## src/rtl/dlcal_pkg.sv

```systemverilog
package dlcal_pkg;
  // Write-data field positions of the configuration word
  localparam int unsigned F_AUTO  = 0;
  localparam int unsigned F_HOLD  = 1;
  localparam int unsigned F_SWCAL = 2;
  localparam int unsigned F_INH   = 3;
  localparam int unsigned F_PER_L = 4;
  localparam int unsigned CFG_W   = 6;

  typedef enum logic [1:0] {
    SRC_BOOT = 2'd0,
    SRC_AUTO = 2'd1,
    SRC_SW   = 2'd2
  } cal_src_e;

  typedef enum logic {
    ST_IDLE = 1'b0,
    ST_WAIT = 1'b1
  } sched_st_e;
endpackage

```

## src/rtl/dlcal_cfg_reg.sv

```systemverilog
module dlcal_cfg_reg
  import dlcal_pkg::*;
(
  input  logic             clk,
  input  logic             rst,
  input  logic             we,
  input  logic [CFG_W-1:0] wdata,
  output logic             init_q,
  output logic             auto_q,
  output logic             inh_q,
  output logic [1:0]       sel_q,
  output logic             cmd_sw,
  output logic             cmd_hold,
  output logic             auto_start,
  output logic             err_q
);
  logic w_auto, w_hold, w_sw, w_inh, illegal;
  logic [1:0] w_sel;

  always_comb begin
    w_auto  = wdata[F_AUTO];
    w_hold  = wdata[F_HOLD];
    w_sw    = wdata[F_SWCAL];
    w_inh   = wdata[F_INH];
    w_sel   = wdata[F_PER_L +: 2];
    illegal = (w_hold & w_sw) | (w_auto & (w_hold | w_sw));
  end

  always_ff @(posedge clk) begin
    if (rst) begin
      init_q     <= 1'b0;
      auto_q     <= 1'b0;
      inh_q      <= 1'b0;
      sel_q      <= 2'd0;
      cmd_sw     <= 1'b0;
      cmd_hold   <= 1'b0;
      auto_start <= 1'b0;
      err_q      <= 1'b0;
    end else begin
      cmd_sw     <= 1'b0;
      cmd_hold   <= 1'b0;
      auto_start <= 1'b0;
      if (we) begin
        if (illegal) begin
          err_q <= 1'b1;
        end else begin
          init_q     <= 1'b1;
          inh_q      <= w_inh;
          auto_q     <= w_auto;
          if (!auto_q) sel_q <= w_sel;
          cmd_sw     <= w_sw;
          cmd_hold   <= w_hold;
          auto_start <= w_auto & ~auto_q;
        end
      end
    end
  end
endmodule

```

## src/rtl/dlcal_period_timer.sv

```systemverilog
module dlcal_period_timer #(
  parameter int unsigned PERIOD0 = 10000,
  parameter int unsigned PERIOD1 = 1000000,
  parameter int unsigned PERIOD2 = 10000000,
  localparam int unsigned CNT_W  = $clog2(PERIOD2 + 1)
) (
  input  logic       clk,
  input  logic       rst,
  input  logic       en,
  input  logic       restart,
  input  logic [1:0] sel,
  output logic       tick
);
  localparam logic [CNT_W-1:0] LAST0 = CNT_W'(PERIOD0 - 1);
  localparam logic [CNT_W-1:0] LAST1 = CNT_W'(PERIOD1 - 1);
  localparam logic [CNT_W-1:0] LAST2 = CNT_W'(PERIOD2 - 1);

  logic [CNT_W-1:0] cnt;
  logic [CNT_W-1:0] last;
  logic             valid_sel;

  always_comb begin
    valid_sel = 1'b1;
    case (sel)
      2'd0:    last = LAST0;
      2'd1:    last = LAST1;
      2'd2:    last = LAST2;
      default: begin
        last      = '0;
        valid_sel = 1'b0;
      end
    endcase
  end

  always_ff @(posedge clk) begin
    if (rst || !en || restart || !valid_sel) begin
      cnt  <= '0;
      tick <= 1'b0;
    end else if (cnt == last) begin
      cnt  <= '0;
      tick <= 1'b1;
    end else begin
      cnt  <= cnt + 1'b1;
      tick <= 1'b0;
    end
  end
endmodule

```

## src/rtl/dlcal_update_fsm.sv

```systemverilog
module dlcal_update_fsm
  import dlcal_pkg::*;
#(
  parameter int unsigned DLY_W = 8
) (
  input  logic             clk,
  input  logic             rst,
  input  logic             init,
  input  logic             auto_en,
  input  logic             inhibit,
  input  logic             cmd_sw,
  input  logic             cmd_hold,
  input  logic             tick,
  input  logic             sr_exit,
  input  logic [DLY_W-1:0] sw_dly,
  input  logic             meas_done,
  input  logic [DLY_W-1:0] meas_dly,
  output logic             meas_req,
  output logic [DLY_W-1:0] act_dly,
  output logic             act_load
);
  sched_st_e st;
  cal_src_e  src;
  logic pend_boot, pend_sw, pend_hold, pend_auto;

  always_ff @(posedge clk) begin
    if (rst) begin
      st        <= ST_IDLE;
      src       <= SRC_BOOT;
      pend_boot <= 1'b1;
      pend_sw   <= 1'b0;
      pend_hold <= 1'b0;
      pend_auto <= 1'b0;
      meas_req  <= 1'b0;
      act_dly   <= '0;
      act_load  <= 1'b0;
    end else begin
      act_load <= 1'b0;
      case (st)
        ST_IDLE: begin
          if (init) begin
            if (pend_boot) begin
              pend_boot <= 1'b0;
              src       <= SRC_BOOT;
              meas_req  <= 1'b1;
              st        <= ST_WAIT;
            end else if (pend_sw) begin
              pend_sw  <= 1'b0;
              src      <= SRC_SW;
              meas_req <= 1'b1;
              st       <= ST_WAIT;
            end else if (pend_hold) begin
              pend_hold <= 1'b0;
              act_load  <= 1'b1;
            end else if (pend_auto) begin
              pend_auto <= 1'b0;
              src       <= SRC_AUTO;
              meas_req  <= 1'b1;
              st        <= ST_WAIT;
            end
          end
        end
        default: begin
          if (meas_done) begin
            meas_req <= 1'b0;
            st       <= ST_IDLE;
            if (!inhibit) begin
              act_load <= 1'b1;
              act_dly  <= (src == SRC_SW) ? sw_dly : meas_dly;
            end
          end
        end
      endcase
      if (sr_exit)  pend_boot <= 1'b1;
      if (cmd_sw)   pend_sw   <= 1'b1;
      if (cmd_hold) pend_hold <= 1'b1;
      if (tick)     pend_auto <= 1'b1;
      if (!auto_en) pend_auto <= 1'b0;
    end
  end
endmodule

```

## src/rtl/dlcal_sched.sv

```systemverilog
module dlcal_sched
  import dlcal_pkg::*;
#(
  parameter int unsigned DLY_W   = 8,
  parameter int unsigned PERIOD0 = 10000,
  parameter int unsigned PERIOD1 = 1000000,
  parameter int unsigned PERIOD2 = 10000000
) (
  input  logic             clk,
  input  logic             rst,
  input  logic             cfg_we,
  input  logic [5:0]       cfg_wdata,
  input  logic [DLY_W-1:0] sw_dly,
  input  logic             sr_exit,
  output logic             meas_req,
  input  logic             meas_done,
  input  logic [DLY_W-1:0] meas_dly,
  output logic [DLY_W-1:0] act_dly,
  output logic             act_load,
  output logic             cfg_err
);
  logic       init_q, auto_q, inh_q, cmd_sw, cmd_hold, auto_start, tick_q;
  logic [1:0] sel_q;

  dlcal_cfg_reg u_cfg (
    .clk        (clk),
    .rst        (rst),
    .we         (cfg_we),
    .wdata      (cfg_wdata),
    .init_q     (init_q),
    .auto_q     (auto_q),
    .inh_q      (inh_q),
    .sel_q      (sel_q),
    .cmd_sw     (cmd_sw),
    .cmd_hold   (cmd_hold),
    .auto_start (auto_start),
    .err_q      (cfg_err)
  );

  dlcal_period_timer #(
    .PERIOD0 (PERIOD0),
    .PERIOD1 (PERIOD1),
    .PERIOD2 (PERIOD2)
  ) u_timer (
    .clk     (clk),
    .rst     (rst),
    .en      (auto_q),
    .restart (auto_start),
    .sel     (sel_q),
    .tick    (tick_q)
  );

  dlcal_update_fsm #(
    .DLY_W (DLY_W)
  ) u_fsm (
    .clk       (clk),
    .rst       (rst),
    .init      (init_q),
    .auto_en   (auto_q),
    .inhibit   (inh_q),
    .cmd_sw    (cmd_sw),
    .cmd_hold  (cmd_hold),
    .tick      (tick_q),
    .sr_exit   (sr_exit),
    .sw_dly    (sw_dly),
    .meas_done (meas_done),
    .meas_dly  (meas_dly),
    .meas_req  (meas_req),
    .act_dly   (act_dly),
    .act_load  (act_load)
  );
endmodule

```

## config.mk

```make
export PLATFORM = sky130hd
export DESIGN_NAME = dlcal_sched
export DESIGN_NICKNAME = d
export VERILOG_FILES = /design/src/rtl/dlcal_pkg.sv /design/src/rtl/dlcal_cfg_reg.sv /design/src/rtl/dlcal_period_timer.sv /design/src/rtl/dlcal_update_fsm.sv /design/src/rtl/dlcal_sched.sv
export SDC_FILE = /design/constraint.sdc
export NUM_CORES = 1
export LEC_CHECK = 0
export BUFFER_PORTS_ARGS = -buffer_cell sky130_fd_sc_hd__buf_2
export CAP_MARGIN = 15
export CORE_ASPECT_RATIO = 0.8
export CORE_MARGIN = 2
export CORE_UTILIZATION = 58
export CTS_BUF_LIST = sky130_fd_sc_hd__clkbuf_4
export DETAILED_ROUTE_END_ITERATION = 10
export PLACE_DENSITY = 0.81
export SYNTH_ARGS = -nofsm -noshare
export SYNTH_HDL_FRONTEND = slang
export SYNTH_HIERARCHICAL = 1
export SYNTH_SLANG_ARGS = --single-unit
```

## constraint.sdc

```tcl
create_clock -name clk -period 2.9 [get_ports clk]
set_clock_uncertainty 0.15 [all_clocks]
set_input_delay 0 -clock clk [delete_from_list [all_inputs] [get_ports clk]]
set_output_delay 0 -clock clk [all_outputs]
set_load 0.005 [all_outputs]
```

Yosys cells after proc, flatten, opt, wreduce, memory -nomap -nowiden
Index checks and enable logic that the tools add are counted.
{"block": "op_classes", "addsub": 1, "n_eq_ne": 16, "muxes": 44, "n_bitwise": 10, "reduce_logical": 27}
{"operator": "$pmux 24 s3", "n": 1}
{"operator": "$mux 1", "n": 38}
{"operator": "$add 24x1->24 const B", "n": 1}
{"operator": "$eq 24x24->1", "n": 1}
{"operator": "$ne 2x2->1 const B", "n": 10}
{"operator": "$reduce_and 4->1", "n": 3}
{"operator": "$reduce_and 3->1", "n": 3}
{"operator": "$mux 2", "n": 4}
{"operator": "$mux 8", "n": 1}
{"operator": "$reduce_bool 2->1", "n": 4}
{"operator": "$reduce_and 2->1", "n": 3}
{"operator": "$reduce_or 2->1", "n": 3}
{"operator": "$reduce_or 3->1", "n": 2}
{"operator": "$not 1->1", "n": 5}
{"operator": "$reduce_and 5->1", "n": 1}
{"operator": "$eq 2x2->1 const B", "n": 2}
{"operator": "$ne 4x1->1 const B", "n": 1}
{"operator": "$reduce_bool 4->1", "n": 1}
{"operator": "$and 1x1->1", "n": 3}
{"operator": "$logic_or 1x1->1", "n": 3}
{"operator": "$ne 3x1->1 const B", "n": 1}
{"operator": "$reduce_bool 3->1", "n": 1}
{"operator": "$eq 2x1->1 const B", "n": 1}
{"operator": "$logic_not 1->1", "n": 2}
{"operator": "2 further kinds", "n": 3}
{"block": "word_totals", "ff_bits": 51, "in_bits": 27, "out_inout_bits": 11, "word_cells": 117}

Depth between registers and ports, before layout
Gate-level depths: netlist (run 1).
{"block": "logic_depth", "word_depth": 6, "mapped_depth": 7, "ltp_nobuf": 6}

Modules after synthesis
The synthesis (run 1) kept the hierarchy.
{"mod": "dlcal_period_timer", "instances": 1, "cells_each": 155, "area_per_inst_um2": 1371.3, "seq_area_each_um2": 500.5}
{"mod": "dlcal_update_fsm", "instances": 1, "cells_each": 76, "area_per_inst_um2": 720.7, "seq_area_each_um2": 340.3}
{"mod": "dlcal_cfg_reg", "instances": 1, "cells_each": 37, "area_per_inst_um2": 345.3, "seq_area_each_um2": 180.2}

Least setup slack after synthesis (run 1)
OpenSTA, ideal clock, no wires.
{"block": "synth_timing", "path_kind": "register to register", "start": "reg u_cfg.sel_q[0]", "end": "reg u_timer.cnt[10]", "setup_ps": 115, "arrival_time_ps": 1896, "required_time_ps": 2635, "path_slack_ps": 740, "path_stages_with_launch": 8, "path_buffers": 1, "synth_period_minus_slack_ps": 2160, "path_cell_list": "dfxtp_1 -> inv_1 -> ha_1 -> or3_1 -> a222oi_1 -> a41o_2 -> buf_4 -> nor2_1"}
{"block": "synth_between", "elab_chain_len": 6, "elab_cells_between_ends": 10, "classes_between": "eq/ne: 3; mux: 2; reduce/logical: 5"}
{"item": "from (decl)", "line_no": "dlcal_cfg_reg.sv:11", "text": "output logic [1:0] sel_q,"}
{"item": "from (signal assigned)", "line_no": "dlcal_cfg_reg.sv:50", "text": "if (!auto_q) sel_q <= w_sel;"}
{"item": "parallel branches: the longest is 5 deep, another holds $pmux 24 s3"}
{"item": "$reduce_or 2->1 (no line) *"}
{"item": "to (signal assigned)", "line_no": "dlcal_period_timer.sv:43", "text": "cnt <= cnt + 1'b1;"}
{"item": "to (decl)", "line_no": "dlcal_period_timer.sv:18", "text": "logic [CNT_W-1:0] cnt;"}
Every way passes the cells marked *.
A chain may end at the register's enable or synchronous reset.

Final worst setup path (run 1)
Ends and elaborated chain as after synthesis.

==> flow_summary.yaml, run 1 <==
run_status:
  outcome: "completed"
global_routing:
  grt_pass1_wl_mm: 9.23
  first_global_vias: 2041
  grt_overflow: 0
  antenna_found_initial: 0
  grt_usage: 0.249
  grt_max_degree: 30
finish:
  fill_cells: 314
  final_core_util: 0.741
  regArea_sq_um: 1020
  design_area_sq_um: 3040
  n_antenna_cell: 0
  layout.nets: 363
  multi_input_area_sq_um: 1310
  syn_to_final_growth_pct: 24.5
  drive_gt1_frac: 0.178
cts:
  htree_levels: 2
  clkLatencyLatePin_ps: 370
  clk_pin_slew_ps: 140
  root_buffer: "clkbuf_4"
  numCtsBuffers: 5
  cts_tree: "built"
  clk_path_buf_depth: 2
  cts.sinks: 51
synth:
  ys_ff_latch: 51
  synth_edf_count: 0
  synth_area_per_cell_sq_um: 9.09
  synth_area_sq_um: 2440
  synthCells: 268
  synthArstFlopShare: 0
  ys_types: 50
  ys_seq_area_frac: 0.419
  synth_warnings: 6
  synth_ff_type: "dfxtp_1"
  synth_nets: 300
sta:
  tightest_slew_ps: 549
  fin_crit_sh: 0.823
  final.setup.worst_slack_ps: 513
  setup_tns_ps: 0
  fin_crit_ps: 2390
  hold_viol: 0
  fmax_mhz: 419
  rsz0062_at_grt: "false"
  relSlewSlack: 0.634
  drv_slew: 0
  setup_violations: 0
setup_path:
  required_ps: 3000
  crit_fanout: 16
  critical_path_class: "flop to flop"
  crit_path_start_kind: "flop"
  rrSetupSlack_ps: 510
  cp-end-kind: "flop"
  cp.arrival_ps: 2490
  cp_slowest_cell: "a41o_2"
  crit_chain: "inv_1 > ha_1 > or3_1 > a222oi_1 > a41o_2 > nor2_1"
  cpPeakStageDelay_ps: 460
placed_design:
  dpl.hpwl_mm: 3.49
  placed_cell_area_sq_um: 2630
  place_congestion: 0.811
  dp_slack_ps: 557
  port_buffers: 37
routing:
  via_per_inst: 5.65
  antenna_left: 0
  vias: 2196
  drc: 0
  post_drt_wl_per_cell_um: 14.6
  first_pass_iters: 4
  initialDrtViolationCount: 120
  drt_wl_total_mm: 5.66
pwr:
  power_density_nw_per_um2: 445
  leakagePower_nw: 1.19
  ir_worst_vdd_mv: 0.320
  total_power_mw: 1.35
min_path:
  hp-class: "input port to flop"
floorplanning:
  dieHeight_um: 62.0
  num_rows: 21
  fp.dieW_um: 76.5
  design.die.area_sq_um: 4740
  boundaryPins: 38
  core_sq_um: 4100
  start_util: 0.595
run:
  drv_cap: 0
cell type report:
| type | count | area share |
|---|---|---|
| Tap cell | 57 | 0.0235 |
| Sequential cell | 51 | 0.336 |
| Timing Repair Buffer | 67 | 0.160 |
| Inverter | 11 | 0.0136 |
| Clock buffer | 6 | 0.0148 |
| Multi-Input combinational cell | 195 | 0.432 |
| Clock inverter | 2 | 0.0198 |
timing repair:
action                                 4_1_cts  5_1_grt
setup buffers                                0        0
resized for setup                            0        0
hold buffers                                30        0
endpoints found under the hold margin       23        0
worst paths after layout:
check                  from              end  cells past startpoint
min reg2reg    u_cfg/cmd_sw    u_fsm/pend_sw                      2
min                 sr_exit  u_fsm/pend_boot                      3
max reg2reg  u_cfg/sel_q[0]  u_timer/cnt[10]                      6
max          u_cfg/sel_q[0]  u_timer/cnt[10]                      6
power by group:
group          total [mW]  switching, mW  internal [mW]  leakage (nW)
sequential          0.728         0.0110          0.717         0.413
combinational       0.129         0.0575         0.0717         0.722
clock               0.494          0.215          0.278        0.0559
per-layer routing:
layer,vias to the layer above,global-route usage,part of all wire,wire length (um)
met1,1022,0.300,0.45,2530
li1,1096,-,-,-
met4,0,0.0987,0.016,90
met2,68,0.459,0.49,2790
met5,-,0,0,0
met3,10,0.0491,0.046,260
stage by stage:
| stage | instances | hold slack (ps) |
|---|---|---|
| 2_1_floorplan | 268 | -71.9 |
| 3_3_place_gp | 351 | 35.5 |
| 3_5_place_dp | 351 | 40.5 |
| 4_1_cts | 389 | 185 |
| 5_1_grt | 389 | 219 |
| 6_report | 389 | 204 |
critical path, delay by kind of cell, from the launching register on:
family                     cells  cell delay [ps]
DFF                            1              430
and+or+nand+nor                2              420
AOI/OAI and AO/OA              2              850
buffers and inverters          1               90
adders and majority gates      1              340
Yosys cell counts (2+ instances only):
master / count / area share
ha_1: 5 / 0.026
nor4_1: 7 / 0.018
or4_4: 2 / 0.0092
o31ai_1: 3 / 0.0092
xnor2_1: 12 / 0.043
o21ai_0: 9 / 0.018
dfxtp_1: 51 / 0.42
nand2b_1: 10 / 0.026
or3_1: 8 / 0.021
nor2_1: 31 / 0.048
xor2_1: 6 / 0.022
or4b_1: 2 / 0.0082
a211oi_1: 8 / 0.025
nor3b_2: 2 / 0.010
nand4_1: 5 / 0.013
clkbuf_1: 4 / 0.0062
and4_1: 3 / 0.011
buf_2: 3 / 0.0062
nor3_1: 7 / 0.014
a21oi_1: 15 / 0.031
mux2i_1: 10 / 0.041
nand2_1: 10 / 0.015
nor2b_1: 2 / 0.0051
or4_1: 7 / 0.022
inv_1: 11 / 0.017
nand3_1: 9 / 0.018
buf_4: 3 / 0.0092
flip-flops by register name, summed over array words and instances (netlist names), 2 cells and up:
name           count
u_cfg/sel_q        2
u_fsm/act_dly      8
u_fsm/src          2
u_timer/cnt       24
cell usage in the layout (no fill, tap or decap), drive strengths merged, types with 2 or more instances in the layout:
master,n
bufinv,2
nand2,10
and4,3
ha,5
xnor2,12
nor4,7
nand3,10
nor2,32
nand2b,10
nand4,7
or2,3
dfxtp,51
mux2i,10
inv,11
or4,9
nor2b,2
o21ai,9
a211oi,8
o31ai,3
xor2,6
or3,8
a21oi,16
nor3,7
or4b,3
clkbuf,6
nor3b,2
dlygate4sd3,30
buf,37
cells by family after synthesis:
group                    after synthesis  share of synthesized area
AO/OA/AOI/OAI                         45                      0.119
adder cells (fa/ha/maj)                6                     0.0303
AND/OR/NAND/NOR                      116                      0.283
buffers and inverters                 22                     0.0431
XOR/XNOR                              18                     0.0647
multiplexers                          10                     0.0411
flip-flops                            51                      0.419
Power figures use the tool's default switching activity.
==> run 2: changes to the inputs <==
--- a/config.mk
+++ b/config.mk
@@ -5,14 +5,15 @@
 export SDC_FILE = /design/constraint.sdc
 export NUM_CORES = 1
 export LEC_CHECK = 0
+export ABC_AREA = 1
 export BUFFER_PORTS_ARGS = -buffer_cell sky130_fd_sc_hd__buf_2
 export CAP_MARGIN = 15
 export CORE_ASPECT_RATIO = 0.8
 export CORE_MARGIN = 2
-export CORE_UTILIZATION = 58
+export CORE_UTILIZATION = 54
 export CTS_BUF_LIST = sky130_fd_sc_hd__clkbuf_4
 export DETAILED_ROUTE_END_ITERATION = 10
-export PLACE_DENSITY = 0.81
+export PLACE_DENSITY = 0.79
 export SYNTH_ARGS = -nofsm -noshare
 export SYNTH_HDL_FRONTEND = slang
 export SYNTH_HIERARCHICAL = 1
==> constraint.sdc (replaced) <==
create_clock -name clk -period 2 [get_ports clk]
set_clock_uncertainty 0.15 [all_clocks]
set_input_delay 0 -clock clk [delete_from_list [all_inputs] [get_ports clk]]
set_output_delay 0 -clock clk [all_outputs]
set_load 0.005 [all_outputs]
==> run 2 against run 1 <==
  * Sequential power rose by 46%
  * Final cell count rose by 42%
  * Non-clock buffer count rose by 7
  * Largest power group unchanged
  * Worst setup slack got worse by 500 ps
  * Largest cell class unchanged
  * Critical endpoint is now u_fsm/act_dly[4]
  * Utilization fell by 3.2 points
  * Clock-buffer cell count fell by 1
  * Clock power rose by 47%
  * Final area rose by 15%
  * Via count rose by 26%
  * Global-route usage fell by 3.0 points
  * Power rose by 52%
  * Highest routed layer unchanged
  * Area after synthesis rose by 13%
  * Critical path type unchanged
==> flow_summary.yaml, run 2 <==
floorplanning:
  start_util: 0.556
  dieHeight_um: 67.8
  fp.dieW_um: 83.8
  boundaryPins: 38
  num_rows: 23
  design.die.area_sq_um: 5690
  core_sq_um: 4950
routing:
  first_pass_iters: 6
  via_per_inst: 5.03
  antenna_left: 0
  drt_wl_total_mm: 6.91
  vias: 2777
  post_drt_wl_per_cell_um: 12.5
  initialDrtViolationCount: 277
  drc: 0
pwr:
  swShare: 0.242
  power_density_nw_per_um2: 586
  pwr-share-seq: 0.518
  leakagePower_nw: 1.60
  internal_power_mw: 1.55
  p_switching_mw: 0.497
  total_power_mw: 2.05
  ir_worst_vdd_mv: 0.586
  power_frac_comb: 0.128
  clkPwrFrac: 0.354
global_routing:
  grt_usage: 0.219
  use_met2: 0.353
  use_met3: 0.0543
  grt_use_met1: 0.304
  antenna_found_initial: 0
  first_global_vias: 2216
  grt_max_degree: 25
  grt_overflow: 0
  busiest_layer: "met2"
  grt_pass1_wl_mm: 10.0
finish:
  top_register: "u_timer/cnt"
  reg_top3: "u_timer/cnt (24), u_fsm/act_dly (8)"
  regArea_sq_um: 1030
  syn_to_final_growth_pct: 27.4
  multi_input_area_sq_um: 1470
  largest_reg_flops: 24
  layout.nets: 521
  drive_gt1_frac: 0.188
  mostFrequentLayoutCells: "nand2_1 (86), nor2_1 (84), inv_1 (70)"
  fill_cells: 375
  final_common_cell: "nand2_1"
  design_area_sq_um: 3500
  n_antenna_cell: 0
sta:
  hold_viol: 0
  setup_violations: 0
  holdWs_ps: 303
  fin_crit_sh: 0.991
  fmax_mhz: 505
  fin_crit_ps: 1980
  relSlewSlack: 0.721
  tightest_slew_ps: 416
  setup_tns_ps: 0
  drv_slew: 0
cts:
  cts.sinks: 51
  numCtsBuffers: 5
  cts_tree: "built"
  clkLatencyLatePin_ps: 380
  root_buffer: "clkbuf_4"
  clk_path_buf_depth: 2
  htree_levels: 2
  clk_pin_slew_ps: 150
synth:
  synth_warnings: 6
  ys_types: 30
  synthArstFlopShare: 0
  synth_area_sq_um: 2750
  ys_seq_area_frac: 0.371
  yosys-top-cells-count: "nand2_1 (86), nor2_1 (86), inv_1 (70)"
  yosysTopAreaCellShare: 0.371
  synth_nets: 441
  synth_largest_area_cell: "dfxtp_1"
  synth_edf_count: 0
  synth_ff_type: "dfxtp_1"
  ys_ff_latch: 51
  synthTopCellsByArea: "dfxtp_1 (37%), nand2_1 (12%), nor2_1 (12%), inv_1 (9.5%), xor2_1 (3.8%)"
  synthCells: 409
  synth_area_per_cell_sq_um: 6.73
run:
  drv_cap: 0
setup_path:
  cp.arrival_ps: 2110
  required_ps: 2130
  crit_path_start_kind: "flop"
  cp-end-kind: "flop"
  crit_fanout: 7
  critical_path_class: "flop to flop"
min_path:
  hp-class: "flop to flop"
placed_design:
  dpl.hpwl_mm: 4.21
  port_buffers: 37
  placed_cell_area_sq_um: 2960
  place_congestion: 0.894
run_status:
  outcome: "completed"
==> run 2: cell count changes in the layout (fill, tap and decap cells not counted), moves of 6 or more <==
cell,change
a211oi_1,-8
a21oi_1,-7
inv_1,+59
mux2i_1,-10
nand2_1,+76
nand2b_1,-10
nor2_1,+53
nor2_2,+13
nor4_1,-7
o21ai_1,+9
or3_1,-8
or4_1,-7
xnor2_1,-9
xor2_1,+6
==> run 2: logic make-up (layout without fill, tap and decap cells) <==
logic type | Yosys count | count (layout) | synth area share
AOI/OAI and AO/OA | 32 | 32 | 0.0628
DFF | 51 | 51 | 0.371
adders and majority gates | 5 | 5 | 0.0227
and+or+nand+nor | 228 | 231 | 0.374
xor gates and xnor gates | 15 | 15 | 0.0478
buffers and inverters | 78 | 156 | 0.121
==> run 2: final cells by class <==
cell class,count,share of cell area
multi-input cells,283,0.420
flip-flops and latches,51,0.293
repair buffers,74,0.156
inverters,74,0.0793
well taps,62,0.0221
clock inverters,3,0.0193
clock buffers,5,0.0107
==> run 2: path summary, 6_finish.rpt <==
check	start	endpoint	slack, ps	depth (start not counted)
worst min register to register	u_timer/tick	u_fsm/pend_auto	300	2
worst min-delay path	u_timer/tick	u_fsm/pend_auto	300	2
worst max register to register	u_fsm/st	u_fsm/act_dly[4]	20	6
worst max-delay path	u_fsm/st	u_fsm/act_dly[4]	20	6
==> run 2: metal layers <==
layer | vias to the layer above | part of all wire
li1 | 1401 | -
met1 | 1250 | 0.46
met2 | 112 | 0.45
met3 | 14 | 0.075
met4 | 0 | 0.013
met5 | - | 0
==> run 2: timing repair <==
item	CTS	global route
buffers inserted	0	4
gates resized for setup	1	9
pin swaps	0	5
endpoints found under the hold margin	25	0
setup endpoints to repair	17	30
hold buffers	33	0
gates cloned	0	3
==> run 2: metrics by stage <==
step | util | cells | setup slack (ps)
5_1_grt | 0.708 | 552 | -24.8
3_5_place_dp | 0.598 | 504 | -7.94
3_3_place_gp | 0.598 | 504 | 114
4_1_cts | 0.687 | 545 | 24.2
2_1_floorplan | - | 409 | 239
6_report | 0.708 | 552 | 18.0
==> run 2: critical path, stage by stage, from the launching register on <==
cell,delay [ps]
dfxtp_1,390
nand2_2,120
nor2_2,340
o21ai_0,150
nor2_1,130
dlygate4sd3_1,570
nor2_1,40
==> run 2: power groups by stage <==
stage	clock network [mW]	logic, mW	registers, mW
after global placement	0	0.183	1.08
final	0.727	0.263	1.06
after global routing	0.780	0.290	1.07
after detailed placement	0	0.190	1.08
after floorplan	0	0.133	1.08
after CTS	0.744	0.233	1.06
